**src/rtl/ctu_flag_pkg.sv**
```systemverilog
package ctu_flag_pkg;
  localparam int unsigned FLT_SEQ = 0;
  localparam int unsigned FLT_RLD = 1;
  localparam int unsigned FLT_CMD = 2;
  localparam int unsigned NUM_FLT = 3;
  typedef enum logic {SEL_FAULT = 1'b0, SEL_IRQ = 1'b1} wr_sel_e;
endpackage

```
**src/rtl/seq_busy_tracker.sv**
```systemverilog
module seq_busy_tracker (
  input  logic clk_i,
  input  logic rst_ni,
  input  logic ev_i,
  input  logic trig_any_i,
  input  logic seq_mode_i,
  output logic busy_o,
  output logic ovr_o
);
  logic busy_q;

  always_ff @(posedge clk_i or negedge rst_ni) begin
    if (!rst_ni)         busy_q <= 1'b0;
    else if (ev_i)       busy_q <= 1'b1;  // new event wins over trigger
    else if (trig_any_i) busy_q <= 1'b0;
  end

  assign busy_o = busy_q;
  assign ovr_o  = seq_mode_i & ev_i & busy_q & ~trig_any_i;
endmodule

```
**src/rtl/reload_checker.sv**
```systemverilog
module reload_checker #(
  parameter int unsigned N_TRIG = 4
) (
  input  logic              clk_i,
  input  logic              rst_ni,
  input  logic [N_TRIG-1:0] trig_i,
  input  logic [N_TRIG-1:0] trig_en_i,
  input  logic              mrs_i,
  output logic              ovr_o
);
  logic [N_TRIG-1:0] fired_q;
  logic [N_TRIG-1:0] fired_now;

  assign fired_now = fired_q | trig_i;

  always_ff @(posedge clk_i or negedge rst_ni) begin
    if (!rst_ni)    fired_q <= '0;
    else if (mrs_i) fired_q <= '0;
    else            fired_q <= fired_now;
  end

  assign ovr_o = mrs_i & |(trig_en_i & ~fired_now);
endmodule

```
**src/rtl/w1c_flag_bank.sv**
```systemverilog
module w1c_flag_bank #(
  parameter int unsigned WIDTH = 3
) (
  input  logic             clk_i,
  input  logic             rst_ni,
  input  logic [WIDTH-1:0] set_i,
  input  logic [WIDTH-1:0] clr_i,
  output logic [WIDTH-1:0] flag_o
);
  for (genvar g = 0; g < WIDTH; g++) begin : g_bit
    logic q;
    always_ff @(posedge clk_i or negedge rst_ni) begin
      if (!rst_ni)       q <= 1'b0;
      else if (set_i[g]) q <= 1'b1;  // set beats clear
      else if (clr_i[g]) q <= 1'b0;
    end
    assign flag_o[g] = q;
  end
endmodule

```
**src/rtl/ctu_fault_agg.sv**
```systemverilog
module ctu_fault_agg
  import ctu_flag_pkg::*;
#(
  parameter int unsigned N_TRIG = 4
) (
  input  logic              clk_i,
  input  logic              rst_ni,
  input  logic              ev_i,
  input  logic [N_TRIG-1:0] trig_i,
  input  logic              mrs_i,
  input  logic              seq_mode_i,
  input  logic              bad_cmd_i,
  input  logic [N_TRIG-1:0] trig_en_i,
  input  logic [N_TRIG-1:0] trig_irq_en_i,
  input  logic              mrs_irq_en_i,
  input  logic              err_irq_en_i,
  input  logic              dma_en_i,
  input  logic              wr_en_i,
  input  logic              wr_sel_i,
  input  logic [N_TRIG:0]   wr_data_i,
  output logic [2:0]        fault_o,
  output logic              err_irq_o,
  output logic [N_TRIG-1:0] trig_irq_o,
  output logic              mrs_irq_o,
  output logic              mrs_dma_o
);
  localparam int unsigned IRQ_W = N_TRIG + 1;

  logic busy, seq_ovr, rld_ovr, dma_q;
  logic [NUM_FLT-1:0] flt_set, flt_clr, flt_q;
  logic [IRQ_W-1:0]   irq_set, irq_clr, irq_q;

  seq_busy_tracker u_busy (
    .clk_i      (clk_i),
    .rst_ni     (rst_ni),
    .ev_i       (ev_i),
    .trig_any_i (|trig_i),
    .seq_mode_i (seq_mode_i),
    .busy_o     (busy),
    .ovr_o      (seq_ovr)
  );

  reload_checker #(.N_TRIG(N_TRIG)) u_rld (
    .clk_i     (clk_i),
    .rst_ni    (rst_ni),
    .trig_i    (trig_i),
    .trig_en_i (trig_en_i),
    .mrs_i     (mrs_i),
    .ovr_o     (rld_ovr)
  );

  always_comb begin
    flt_set          = '0;
    flt_set[FLT_SEQ] = seq_ovr;
    flt_set[FLT_RLD] = rld_ovr;
    flt_set[FLT_CMD] = bad_cmd_i;
    flt_clr = (wr_en_i && wr_sel_e'(wr_sel_i) == SEL_FAULT) ? wr_data_i[NUM_FLT-1:0] : '0;
    irq_set = {mrs_i, trig_i};
    irq_clr = (wr_en_i && wr_sel_e'(wr_sel_i) == SEL_IRQ) ? wr_data_i : '0;
  end

  w1c_flag_bank #(.WIDTH(NUM_FLT)) u_flt (
    .clk_i (clk_i), .rst_ni (rst_ni), .set_i (flt_set), .clr_i (flt_clr), .flag_o (flt_q)
  );

  w1c_flag_bank #(.WIDTH(IRQ_W)) u_irq (
    .clk_i (clk_i), .rst_ni (rst_ni), .set_i (irq_set), .clr_i (irq_clr), .flag_o (irq_q)
  );

  always_ff @(posedge clk_i or negedge rst_ni) begin
    if (!rst_ni) dma_q <= 1'b0;
    else         dma_q <= mrs_i & dma_en_i;
  end

  assign fault_o    = flt_q;
  assign err_irq_o  = err_irq_en_i & |flt_q;
  assign trig_irq_o = irq_q[N_TRIG-1:0] & trig_irq_en_i;
  assign mrs_irq_o  = irq_q[N_TRIG] & mrs_irq_en_i;
  assign mrs_dma_o  = dma_q;
endmodule

```
**config.mk**
```make
export PLATFORM = sky130hd
export DESIGN_NAME = ctu_fault_agg
export DESIGN_NICKNAME = d
export VERILOG_FILES = /design/src/rtl/ctu_flag_pkg.sv /design/src/rtl/seq_busy_tracker.sv /design/src/rtl/reload_checker.sv /design/src/rtl/w1c_flag_bank.sv /design/src/rtl/ctu_fault_agg.sv
export SDC_FILE = /design/constraint.sdc
export NUM_CORES = 1
export LEC_CHECK = 0
export ABC_AREA = 1
export BUFFER_PORTS_ARGS = -buffer_cell sky130_fd_sc_hd__buf_2
export CORE_AREA = 2 2 45 47
export DETAILED_ROUTE_END_ITERATION = 6
export DIE_AREA = 0 0 47 49
export PLACE_DENSITY = 0.7
export SLEW_MARGIN = 20
export SYNTH_ARGS = -nofsm -noshare
export SYNTH_HDL_FRONTEND = slang
export SYNTH_SLANG_ARGS = --single-unit
```
**constraint.sdc**
```tcl
create_clock -name clk_i -period 0.8 [get_ports clk_i]
set_input_delay 0.16 -clock clk_i [delete_from_list [all_inputs] [get_ports clk_i]]
set_output_delay 0.16 -clock clk_i [all_outputs]
set_load 0.02 [all_outputs]
```
==> impl_metrics.ini <==
[worst_setup_path]
cp-start-kind = flop
cp-endpoint = err_irq_o
path_max_fanout = 2
critPathSlowestCell = dfrtp_1
cp_num_buf_inv = 1
path_class = flop to primary output
crit_path_end_kind = primary output
cp.depth = 2
r2r_end = u_flt.g_bit[1].q
startpoint = u_flt.g_bit[0].q
crit_arrival_ns = 1.10
r2r-start = u_rld.fired_q[2]
crit_required_ns = 0.64
path_cells = o31a_1 > buf_6
critPathTopFamily = flip-flops
worstRegToRegCells = 5
r2r_slack_ns = 0.02
slowest_delay_ns = 0.38

[yosys]
synth_top_cells_by_area = dfrtp_1 (54%), inv_1 (12%), nand2_1 (11%), o21ai_0 (5.4%), buf_4 (3.5%)
yosys_warnings = 0
synthCells = 78
synth.most_common_cell = inv_1
synth_seq_cells = 14
ys_seq_area_share_pct = 54.5
synth_nets = 106
ys_types = 13
synth_top_cells_by_count = inv_1 (20), nand2_1 (19), dfrtp_1 (14)
yosysTopAreaCell = dfrtp_1
synthFlopType = dfrtp_1
synth_edf_count = 0
synth_top_area_share_pct = 54.5
netlist_area_sq_um = 643
postSynth.asyncResetShare_pct = 100
syn_area_per_cell_sq_um = 8.25

[route]
met1_length_um = 633
ant_nets = 0
drt_iter0_drc = 5
routed.top_layer = met4
wl_met2_um = 716
vias_per_cell = 4.16
wl_per_cell_um = 10.1
drc = 0
drt_wl_total_mm = 1.49
dr_total_vias = 611
dr_wl_met3_um = 108
firstDrtPassIters = 4

[timing]
tns_ns = -2.49
fin_ws_ns = -0.463
rsz0062_at_grt = yes
worst_pin_slew_ns = 0.320
setup_violations = 10
drv_slew = 0
finClkSkew_ns = 0.00239
period_share_pct = 158
fmax_mhz = 792
slew_headroom_pct = 78.7
finalHoldViolations = 0
period_minus_slack_ns = 1.26

[grt]
antenna_found_initial = 0
grt_first_pass_wirelength_mm = 2.51
grt_pass1_vias = 687
grt_max_degree = 15
grt.total_usage_pct = 15.2
overflow = 0

[clocking]
numCtsBuffers = 3
clkTransAtPathRegs_ns = 0.09
cts_sinks = 14
worst_skew_pair.late_latency_ns = 0.28
cts_buffer_depth = 2
cts_tree = done
cts_root_buf = clkbuf_4
htreeDepth = 1

[status]
violations = negative setup slack
status = finished with violations

[finish]
finalInstanceArea_sq_um = 980
fill_cells = 176
diodes = 0
syn2layout_area_growth_pct = 52.3
multi_input_area_sq_um = 210
final_util_pct = 53.2
layout.nets = 149
layout-drive-gt1-share_pct = 43.3
seq_area_sq_um = 350

[placed_design]
port_buffers = 37
globalplace.congestion = 0.694
dp_hpwl_mm = 1.16
postPlaceCellArea_sq_um = 847

[hold_path]
min_path_cells = 3
hold_path_class = input port to flop

[floorplanning]
initial_core_util_pct = 34.9
rows = 16
io_pins = 38
die_area_sq_um = 2300
die_h_um = 49
fp.dieW_um = 47
coreArea_sq_um = 1840

[job]
maxCapViolCount = 0

[power]
ir_drop_mv = 0.690
p_leak_nw = 0.554
powerDensity_nw_per_um2 = 1670
==> report_power, final <==
group          switching, W  internal [W]  total [W]
Clock              0.000235      0.000277   0.000512
Sequential        0.0000228      0.000752   0.000775
Combinational      0.000180      0.000170   0.000350
Total              0.000438       0.00120    0.00164
==> logic make-up after synthesis <==
logic type | synth area share [%]
AO/OA/AOI/OAI | 11.9
buffers and inverters | 15.2
flip-flops | 54.5
AND/OR/NAND/NOR | 18.5
==> tightest hold or removal path, delay by kind of cell <==
kind,cells,cell delay (ns)
buffers and inverters,2,0.11
and+or+nand+nor,1,0.04
==> metrics by stage <==
| step | power [W] | hold WS [ns] | setup WS [ns] | std cells |
|---|---|---|---|---|
| floorplan | 0.000939 | -0.136 | -0.0909 | 78 |
| global placement | 0.00106 | 0.0691 | -0.158 | 140 |
| detailed placement | 0.00107 | 0.0719 | -0.179 | 140 |
| CTS | 0.00163 | 0.0630 | -0.463 | 147 |
| global route | 0.00172 | 0.0732 | -0.495 | 147 |
| finish | 0.00164 | 0.0596 | -0.463 | 147 |
==> layer usage <==
metal | track usage [%] | vias up
met3 | 5.19 | 5
met4 | 6.02 | 0
li1 | - | 321
met2 | 25.8 | 26
met5 | 0 | -
met1 | 16.5 | 259
==> what timing repair did <==
item	in CTS	in global routing
setup buffers	2	1
endpoints found under the hold margin	14	0
setup endpoints to repair	11	13
gates resized for setup	19	7
pin swaps	6	2
hold buffers	1	0
==> worst min-delay path by stage <==
stage	endpoint	from
floorplan	mrs_dma_o	rst_ni
global placement	u_irq.g_bit[3].q	rst_ni
detailed placement	u_irq.g_bit[3].q	rst_ni
CTS	mrs_dma_o	dma_en_i
global route	mrs_dma_o	dma_en_i
finish	mrs_dma_o	dma_en_i
==> cells in the final DEF, fill, tap and decap left out <==
cell type,n
clkbuf_8,1
a21o_1,1
nand3_2,2
nor2_2,1
o21ai_0,5
a21oi_1,3
inv_1,18
nor3_2,1
buf_6,9
nand2_1,19
dlygate4sd3_1,1
o21ai_2,2
buf_4,3
buf_2,28
nand3_1,3
o21ai_1,2
clkbuf_4,3
nor2_1,1
dfrtp_1,14
inv_2,2
o31a_1,1
==> sequential cells by signal, summed over array words and instances, names as in the netlist <==
register,cells
mrs_dma_o,1
u_irq.g_bit.q,5
u_rld.fired_q,4
u_flt.g_bit.q,3
u_busy.busy_o,1
==> layout make-up <==
type | instances | share of cell area [%]
clock buffer | 4 | 3.70
inverter | 20 | 7.66
multi-input combinational | 41 | 21.5
sequential | 14 | 35.8
tap | 27 | 3.45
timing repair buffer | 41 | 28.0
(Power assumes the default switching activity.)
